**config.mk**
```make
export PLATFORM = sky130hd
export DESIGN_NAME = pkt_late_judge
export DESIGN_NICKNAME = d
export VERILOG_FILES = /design/src/rtl/plj_pkg.sv /design/src/rtl/plj_regs.sv /design/src/rtl/plj_diff.sv /design/src/rtl/plj_hold.sv /design/src/rtl/pkt_late_judge.sv
export SDC_FILE = /design/constraint.sdc
export NUM_CORES = 1
export LEC_CHECK = 0
export ABC_AREA = 1
export BUFFER_PORTS_ARGS = -buffer_cell sky130_fd_sc_hd__buf_2
export CAP_MARGIN = 20
export CORE_MARGIN = 1.5
export CORE_UTILIZATION = 59
export CTS_CLUSTER_SIZE = 8
export DETAILED_ROUTE_END_ITERATION = 6
export PLACE_DENSITY = 0.83
export SYNTH_ARGS = -nofsm -noshare
export SYNTH_HDL_FRONTEND = slang
export SYNTH_SLANG_ARGS = --single-unit
```
**constraint.sdc**
```tcl
create_clock -name clk_i -period 3.7 [get_ports clk_i]
set_input_delay 0.555 -clock clk_i [delete_from_list [all_inputs] [get_ports clk_i]]
set_output_delay 0.555 -clock clk_i [all_outputs]
set_load 0.005 [all_outputs]
```
**src/rtl/plj_pkg.sv**
```systemverilog
package plj_pkg;
  localparam int unsigned CNT_W = 13;
  localparam int unsigned OFF_W = 12;
  localparam int unsigned TIME_W = CNT_W + OFF_W;

  typedef struct packed {
    logic [CNT_W-1:0] cnt;
    logic [OFF_W-1:0] off;
  } cyc_time_t;

  typedef enum logic [0:0] {DIR_TX = 1'b0, DIR_RX = 1'b1} dir_e;
endpackage

```
**src/rtl/plj_regs.sv**
```systemverilog
module plj_regs #(
  parameter int unsigned ADDR_W     = 8,
  parameter int unsigned DATA_W     = 16,
  parameter int unsigned N_EVT      = 2,
  parameter logic [7:0]  RANGE_ADDR = 8'h40,
  parameter logic [7:0]  STAT_ADDR  = 8'h41
) (
  input  logic              clk_i,
  input  logic              rst_ni,
  input  logic              we_i,
  input  logic [ADDR_W-1:0] addr_i,
  input  logic [DATA_W-1:0] wdata_i,
  output logic [DATA_W-1:0] rdata_o,
  input  logic [N_EVT-1:0]  evt_i,
  output logic [DATA_W-1:0] range_o,
  output logic [N_EVT-1:0]  stat_o
);
  logic [DATA_W-1:0] range_q;
  logic [N_EVT-1:0]  stat_q;
  logic              wr_range, wr_stat;

  assign wr_range = we_i && (addr_i == ADDR_W'(RANGE_ADDR));
  assign wr_stat  = we_i && (addr_i == ADDR_W'(STAT_ADDR));

  always_ff @(posedge clk_i or negedge rst_ni) begin
    if (!rst_ni)       range_q <= '0;
    else if (wr_range) range_q <= wdata_i;
  end

  // sticky, write-one-to-clear; set has priority
  for (genvar i = 0; i < N_EVT; i++) begin : g_stat
    always_ff @(posedge clk_i or negedge rst_ni) begin
      if (!rst_ni) stat_q[i] <= 1'b0;
      else         stat_q[i] <= evt_i[i] | (stat_q[i] & ~(wr_stat & wdata_i[i]));
    end
  end

  always_comb begin
    rdata_o = '0;
    if (addr_i == ADDR_W'(RANGE_ADDR))     rdata_o = range_q;
    else if (addr_i == ADDR_W'(STAT_ADDR)) rdata_o[N_EVT-1:0] = stat_q;
  end

  assign range_o = range_q;
  assign stat_o  = stat_q;
endmodule

```
**src/rtl/plj_diff.sv**
```systemverilog
module plj_diff
  import plj_pkg::*;
#(
  parameter int unsigned CNT_WRAP = 8000,
  parameter int unsigned OFF_WRAP = 3072,
  parameter int unsigned RANGE_W  = 16
) (
  input  cyc_time_t          stamp_i,
  input  cyc_time_t          now_i,
  input  logic [RANGE_W-1:0] range_i,
  output logic               in_range_o,
  output logic               zero_o
);
  localparam int unsigned DW   = CNT_W + 1;
  localparam int unsigned OW   = OFF_W + 1;
  localparam int unsigned HALF = CNT_WRAP / 2;
  localparam int unsigned SUB_W = RANGE_W / 2;

  logic          borrow, cnt_lt, sub_over, neg;
  logic [OW-1:0] doff_w;
  logic [DW-1:0] dcnt_raw, dcnt_w;
  logic [CNT_W-1:0] dcnt, thr_cnt;
  logic [OFF_W-1:0] doff, sub16, thr_off;

  assign borrow   = stamp_i.off < now_i.off;
  assign doff_w   = {1'b0, stamp_i.off} - {1'b0, now_i.off} + (borrow ? OW'(OFF_WRAP) : '0);
  assign doff     = doff_w[OFF_W-1:0];

  assign cnt_lt   = {1'b0, stamp_i.cnt} < ({1'b0, now_i.cnt} + DW'(borrow));
  assign dcnt_raw = {1'b0, stamp_i.cnt} - {1'b0, now_i.cnt} - DW'(borrow);
  assign dcnt_w   = cnt_lt ? dcnt_raw + DW'(CNT_WRAP) : dcnt_raw;
  assign dcnt     = dcnt_w[CNT_W-1:0];

  // threshold normalised to {cycles, ticks} so sub-cycle part stays below one cycle
  assign sub16    = {range_i[SUB_W-1:0], 4'b0000};
  assign sub_over = sub16 >= OFF_W'(OFF_WRAP);
  assign thr_off  = sub_over ? sub16 - OFF_W'(OFF_WRAP) : sub16;
  assign thr_cnt  = CNT_W'(range_i[RANGE_W-1:SUB_W]) + CNT_W'(sub_over);

  assign neg        = dcnt >= CNT_W'(HALF);
  assign in_range_o = !neg && ((dcnt < thr_cnt) || ((dcnt == thr_cnt) && (doff <= thr_off)));
  assign zero_o     = (dcnt == '0) && (doff == '0);
endmodule

```
**src/rtl/plj_hold.sv**
```systemverilog
module plj_hold
  import plj_pkg::*;
(
  input  logic      clk_i,
  input  logic      rst_ni,
  input  logic      load_i,
  input  cyc_time_t stamp_i,
  input  cyc_time_t now_i,
  output logic      busy_o,
  output logic      release_o
);
  logic      busy_q;
  cyc_time_t stamp_q;

  assign release_o = busy_q && (now_i == stamp_q);

  always_ff @(posedge clk_i or negedge rst_ni) begin
    if (!rst_ni) begin
      busy_q  <= 1'b0;
      stamp_q <= '0;
    end else if (load_i) begin
      busy_q  <= 1'b1;
      stamp_q <= stamp_i;
    end else if (release_o) begin
      busy_q  <= 1'b0;
    end
  end

  assign busy_o = busy_q;
endmodule

```
**src/rtl/pkt_late_judge.sv**
```systemverilog
module pkt_late_judge
  import plj_pkg::*;
#(
  parameter int unsigned ADDR_W     = 8,
  parameter int unsigned DATA_W     = 16,
  parameter int unsigned CNT_WRAP   = 8000,
  parameter int unsigned OFF_WRAP   = 3072,
  parameter logic [7:0]  RANGE_ADDR = 8'h40,
  parameter logic [7:0]  STAT_ADDR  = 8'h41
) (
  input  logic              clk_i,
  input  logic              rst_ni,
  input  logic              reg_we_i,
  input  logic [ADDR_W-1:0] reg_addr_i,
  input  logic [DATA_W-1:0] reg_wdata_i,
  output logic [DATA_W-1:0] reg_rdata_o,
  input  logic [TIME_W-1:0] cyc_time_i,
  input  logic              pkt_valid_i,
  input  logic              pkt_rx_i,
  input  logic [TIME_W-1:0] pkt_stamp_i,
  output logic              pkt_ready_o,
  output logic              pkt_go_o,
  output logic              pkt_drop_o,
  output logic              tx_late_o,
  output logic              rx_late_o
);
  localparam int unsigned N_EVT = 2;

  cyc_time_t         now, stamp;
  logic [DATA_W-1:0] range_val;
  logic [N_EVT-1:0]  late_evt, stat_q;
  logic in_range, zero, accept, late, go_now, hold_load, busy, rel;
  logic go_q, drop_q, tx_late_q, rx_late_q;
  dir_e dir;

  assign now   = cyc_time_t'(cyc_time_i);
  assign stamp = cyc_time_t'(pkt_stamp_i);
  assign dir   = dir_e'(pkt_rx_i);

  plj_regs #(
    .ADDR_W(ADDR_W), .DATA_W(DATA_W), .N_EVT(N_EVT),
    .RANGE_ADDR(RANGE_ADDR), .STAT_ADDR(STAT_ADDR)
  ) i_regs (
    .clk_i, .rst_ni,
    .we_i(reg_we_i), .addr_i(reg_addr_i), .wdata_i(reg_wdata_i), .rdata_o(reg_rdata_o),
    .evt_i(late_evt), .range_o(range_val), .stat_o(stat_q)
  );

  plj_diff #(.CNT_WRAP(CNT_WRAP), .OFF_WRAP(OFF_WRAP), .RANGE_W(DATA_W)) i_diff (
    .stamp_i(stamp), .now_i(now), .range_i(range_val),
    .in_range_o(in_range), .zero_o(zero)
  );

  plj_hold i_hold (
    .clk_i, .rst_ni, .load_i(hold_load), .stamp_i(stamp), .now_i(now),
    .busy_o(busy), .release_o(rel)
  );

  assign pkt_ready_o = !busy;
  assign accept      = pkt_valid_i && !busy;
  assign late        = accept && !in_range;
  assign go_now      = accept && in_range && ((dir == DIR_TX) || zero);
  assign hold_load   = accept && in_range && (dir == DIR_RX) && !zero;
  assign late_evt    = {late && (dir == DIR_RX), late && (dir == DIR_TX)};

  always_ff @(posedge clk_i or negedge rst_ni) begin
    if (!rst_ni) begin
      go_q      <= 1'b0;
      drop_q    <= 1'b0;
      tx_late_q <= 1'b0;
      rx_late_q <= 1'b0;
    end else begin
      go_q      <= go_now | rel;
      drop_q    <= late;
      tx_late_q <= late_evt[0];
      rx_late_q <= late_evt[1];
    end
  end

  assign pkt_go_o   = go_q;
  assign pkt_drop_o = drop_q;
  assign tx_late_o  = tx_late_q;
  assign rx_late_o  = rx_late_q;
endmodule

```
=== Yosys cells after proc, flatten, opt, wreduce, memory -nomap -nowiden ===
Cells that the tools add are included.

* Bits in writable memories: 0
* Latch bits: 0
* Bits of input ports: 79
* Memories kept: 0
* Flip-flop bits (word level): 48
* Word-level logic and storage cells: 69
* Output and inout bits: 21
* ROM bits: 0

* Divide/modulo/power cells: 0
* Equal/unequal tests: 4
* Reductions and logical operators: 23
* Order comparisons: 6
* Add/subtract/negate cells: 8
* Multiplexer cells: 8
* Shifts and indexed selects: 0
* Multiply operators: 0
* Bitwise logic cells: 10

{| class="wikitable"
|+ Operators by type and width
! cell !! number
|-
| == test 25 bit || 1
|-
| 2-to-1 mux 12 bit || 2
|-
| == test 8 x 7 -> 1 bit (second input constant) || 2
|-
| adder 13 x 1 -> 14 bit || 1
|-
| logical AND 1 bit || 14
|-
| < comparator 13 x 14 -> 1 bit || 1
|-
| 2-to-1 mux 14 bit || 1
|-
| adder 13 bit (second input constant) || 1
|-
| == test 13 bit || 1
|-
| >= comparator 13 x 12 -> 1 bit (second input constant) || 1
|-
| logical NOT 13 bit || 1
|-
| < comparator 13 bit || 1
|-
| 2-to-1 mux 13 bit || 1
|-
| subtractor 13 x 1 -> 13 bit || 1
|-
| subtractor 13 bit || 1
|-
| adder 12 bit || 1
|-
| >= comparator 12 bit (second input constant) || 1
|-
| <= comparator 12 bit || 1
|-
| logical NOT 12 bit || 1
|-
| < comparator 12 bit || 1
|-
| subtractor 12 bit || 1
|-
| subtractor 12 bit (second input constant) || 1
|-
| adder 8 x 1 -> 9 bit || 1
|-
| bitwise AND 1 bit || 4
|-
| other kinds (7) || 17
|}

=== Logic depth before layout (Yosys ltp) ===
* Depth in word-level cells: 12
* Mapped depth: 37
* Depth with buffers taken out: 36

=== Hierarchy ===
From an unflattened synthesis, not the netlist that was laid out.

* Cells, all modules: 911
* Area, all modules: 5914.4 um^2

{| class="wikitable"
|+ Modules (own cells, without submodules)
! module !! times used !! cells each !! sequential area each (um^2) !! area an instance (um^2)
|-
| plj_diff || 1 || 560 || 0.0 || 3414.5
|-
| plj_hold || 1 || 199 || 650.6 || 1380.1
|-
| plj_regs || 1 || 132 || 450.4 || 953.4
|-
| pkt_late_judge || 1 || 20 || 100.1 || 166.4
|}

=== Worst setup path before layout ===
No wires, ideal clock.

* Path type: in2reg
* Start point: in cyc_time_i[6]
* End point: reg i_hold.stamp_q[11] (netlist name)
* Stages on the path: 34
* Library setup time: 0.116 ns
* Setup slack: -1.542 ns
* Arrival time: 5.126 ns
* Cell sequence: inv_1 -> ha_1 -> fa_1 -> o21bai_1 -> a21oi_1 -> nand2_1 -> fa_1 -> inv_1 -> ha_1 -> inv_1 -> nand2_1 -> fa_1 -> nand3_1 -> nand3_2 -> nand2_1 -> nand2_1 -> nand2_1 -> nand2_1 -> ha_1 -> inv_1 -> nand3_2 -> nand2_1 -> nand2_1 -> ha_1 -> nand3_1 -> nor3_1 -> nand2_1 -> nand2_1 -> nand2_4 -> nor3_4 -> nand3_4 -> buf_6 -> nand2_2 -> nand2_1

* Longest elaborated chain between the ends: 11
* Elaborated cells on any way between the ends: 24
* Classes of those cells: add/sub (5); order compare (5); eq/ne (1); mux (2); reduce/logical (11)

{| class="wikitable"
|+ Ends and longest elaborated chain
! what !! RTL line !! source
|-
| start: declaration || pkt_late_judge.sv:17 || <nowiki>input logic [TIME_W-1:0] cyc_time_i,</nowiki>
|-
| branches (longest 10 deep; another with subtractor 13 x 1 -> 13 bit) || n/a ||
|-
| logical AND 1 bit (*) || pkt_late_judge.sv:63 || <nowiki>assign hold_load = accept && in_range && (dir == DIR_RX) && !zero;</nowiki>
|-
| end signal: assignment || plj_hold.sv:23 || <nowiki>stamp_q <= stamp_i;</nowiki>
|-
| end: declaration || plj_hold.sv:13 || <nowiki>cyc_time_t stamp_q;</nowiki>
|}

Mark *: on every way between the ends.
A chain may end at the register's enable or synchronous reset.

=== Worst setup path in the final report ===
* Start point: in pkt_stamp_i[0]
* End point: reg i_hold.stamp_q[24] (netlist name)

* Longest elaborated chain between the ends: 11
* Elaborated cells on any way between the ends: 24
* Classes of those cells: add/sub (5); order compare (5); eq/ne (1); mux (2); reduce/logical (11)

{| class="wikitable"
|+ Ends and longest elaborated chain
! what !! RTL line !! source
|-
| start: declaration || pkt_late_judge.sv:20 || <nowiki>input logic [TIME_W-1:0] pkt_stamp_i,</nowiki>
|-
| branches (longest 10 deep; another with subtractor 13 x 1 -> 13 bit) || n/a ||
|-
| logical AND 1 bit (*) || pkt_late_judge.sv:63 ||
|}

Marked as above.

==> impl_metrics.ini <==
[layout]
syn_to_final_growth_pct = 44.68
nets = 1332
fill_cells = 498
antenna_cells = 0
final_cell_count_no_fill = 1301
drive_above_1_share_pct = 39.74

[yosys]
synth_top_area_share_pct = 19.57
synth_seq_cells = 48
synth_top_cell_by_area = dfrtp_1
synth.avg_cell_area_um2 = 6.928
syn_inst = 886
yosysUniqueCellTypes = 49
yosysSeqAreaShare_pct = 19.57
yosys_warnings = 0
async_reset_ff_share_pct = 100.0
synth_top_cells_by_area = dfrtp_1 20%, ha_1 16%, nand2_1 14%
syn_nets = 1054
synth_edf_count = 0
synth_ff_type = dfrtp_1
synth_common_cells = 225 x nand2_1, 154 x inv_1, 80 x ha_1
syn_area_um2 = 6138
yosysMostFrequentCell = nand2_1

[sta]
fin_crit_ns = 5.664
fin_skew_ns = 0.03018
worst_slack_ns = -1.964
finalMaxSlewViolations = 0
rsz0062_at_grt = true
period_share_pct = 153.1
tightest_slew_ns = 1.047
setup_viol = 32
timing.slew.headroom_pct = 29.98
hold_viol = 0
fmax_mhz = 176.5
fin_hold_ws_ns = 0.09144

[global_route]
grt_use_total_pct = 38.68
grt_max_degree = 49
grt_pass1_wl_um = 34180
overflow = 0
grt_pass1_vias = 7226
antenna_found_initial = 0

[clock_network]
clk_latency_ns = 0.34
cts_root_buf = clkbuf_8
cts_buffer_depth = 2
cts.clk_slew.worst_paths_ns = 0.12
cts_sinks = 48
cts_made_buffers = 5
htreeDepth = 2
cts_tree = done

[placement]
portBuffers = 99
dpl.cell_count = 1256
detailedPlace.worstSlack_ns = -1.746
dpl.hpwl_um = 13840
place.gp.congestion = 0.9169

[detailed_routing]
ant_nets = 0
num_vias = 7800
vias_per_cell = 5.995
wl_per_cell_um = 19.80
drt_iter0_markers = 827
drc = 0
wirelength_um = 25760
first_pass_iters = 6

[die]
initial_core_util_pct = 60.00
fp-row-count = 37
dieArea_um2 = 11030
core_um2 = 10230
die_h_um = 105
ioPinCount = 100
dieWidth_um = 105

[status]
outcome = finished, violations left
violations = setup timing

[pwr]
power.switching_mw = 1.609
ir_drop_uv = 354.2
combPwrFrac_pct = 64.0
p_per_area_nw_per_um2 = 389.5
p_seq_share_pct = 24.2
switching_share_pct = 46.52
power_mw = 3.459
leakage_nw = 4.936
clockPowerShare_pct = 11.8
p_int_mw = 1.850

[worst_setup_path]
critPathMaxStageDelay_ns = 0.32
worstPathMaxFanout = 5
startpoint_type = input pin
cp_common_cell = nand2_2
endpoint_kind = flip-flop
critPathArrivalTime_ns = 5.95
critPathKind = input pin to flip-flop
worstPathRequired_ns = 3.98
crit_slowest_cell = nor2_2

[job]
cap_violations = 0

[worst_hold_path]
hold_path.class = input pin to asynchronous set/reset pin
## what timing repair did
| action | 4_1_cts | 5_1_grt |
|---|---|---|
| buffers inserted | 32 | 4 |
| setup endpoints to repair | 32 | 32 |
| hold buffers | 0 | 0 |
| resized for setup | 60 | 60 |
| pin swaps | 23 | 53 |
| cloned | 3 | 1 |
## sequential cells by signal, summed over array words and instances, names as in the netlist
register	count
rx_late_o	1
i_hold.busy_o	1
pkt_drop_o	1
pkt_go_o	1
i_hold.stamp_q	25
i_regs.stat_o	2
i_regs.range_o	16
tx_late_o	1
## area by class of cell
class | instances | area (um^2) | share of cell area [%]
Multi-Input combinational cell | 658 | 4669 | 52.58
Clock buffer | 5 | 68.82 | 0.7749
Sequential cell | 48 | 1201 | 13.52
Clock inverter | 3 | 42.54 | 0.4790
Inverter | 168 | 650.6 | 7.326
Tap cell | 136 | 170.2 | 1.916
Timing Repair Buffer | 283 | 2078 | 23.40
## stage by stage
stage / area, um^2 / util [%] / TNS (ns)
global route: 8881 / 86.80 / -65.11
detailed placement: 7904 / 77.25 / -54.08
global placement: 7904 / 77.25 / -47.96
finish: 8881 / 86.80 / -59.13
CTS: 8574 / 83.81 / -36.73
floorplan: 6198 / - / -37.05
## cell usage in the layout, fill, tap and decap left out, types with 3 or more instances in the layout
master / instances
nand2_1: 192
buf_4: 171
inv_1: 144
buf_2: 94
nor2_1: 72
ha_1: 66
dfrtp_1: 48
nand2_2: 45
nand3_1: 38
a21oi_1: 35
nand3_2: 35
xor2_1: 22
inv_2: 18
o21ai_0: 17
nand4_1: 15
nand3_4: 11
xnor2_1: 11
ha_4: 10
nor2_2: 9
nor2_4: 7
nand3b_1: 7
buf_6: 7
nor3_1: 6
fa_2: 6
buf_12: 6
nand2_4: 5
clkbuf_8: 5
nor4_1: 4
ha_2: 4
o21ai_1: 3
fa_1: 3
## final timing paths
kind,depth (start not counted),from,slack (ns),end
hold / removal,1,rst_ni,0.09,i_regs.range_o[10]
max in group asynchronous,2,rst_ni,3.11,i_hold.stamp_q[5]
setup reg to reg,22,i_regs.range_o[7],0.42,i_hold.stamp_q[24]
hold reg to reg,2,i_hold.stamp_q[14],0.53,i_hold.stamp_q[14]
setup / recovery,39,pkt_stamp_i[0],-1.96,i_hold.stamp_q[24]
min in group clk_i,3,reg_wdata_i[3],0.49,i_regs.range_o[3]
## worst max-delay path: cells and delay by family
family	cells	cell delay [ns]
XOR/XNOR	1	0.09
buffers and inverters	11	1.29
adder cells (fa/ha/maj)	6	1.36
AND/OR/NAND/NOR	19	2.22
AO/OA/AOI/OAI	2	0.40
## routing by layer
| layer | wire, um | global-route usage (%) |
|---|---|---|
| met2 | 11840 | 67.23 |
| met1 | 9020 | 45.29 |
| met5 | 0 | 0 |
| met3 | 2561 | 7.174 |
| met4 | 2329 | 19.67 |
## power groups by stage
stage	Clock (mW)	Sequential (mW)	Combinational [mW]
after CTS	0.393	0.798	1.87
after floorplan	0	0.774	1.02
after global routing	0.421	0.855	2.35
after global placement	0	0.799	1.59
after detailed placement	0	0.803	1.66
final	0.407	0.837	2.21
## logic make-up (layout without fill, tap and decap cells)
group / Yosys count / after routing / synth area share, %
compound gates: 80 / 80 / 7.501
xor+xnor: 34 / 34 / 4.851
simple gates: 455 / 455 / 36.75
flops: 48 / 48 / 19.57
fa+ha+maj: 89 / 89 / 19.24
buf+inv: 180 / 459 / 12.09
No activity file was read; power rests on OpenSTA's default activity.
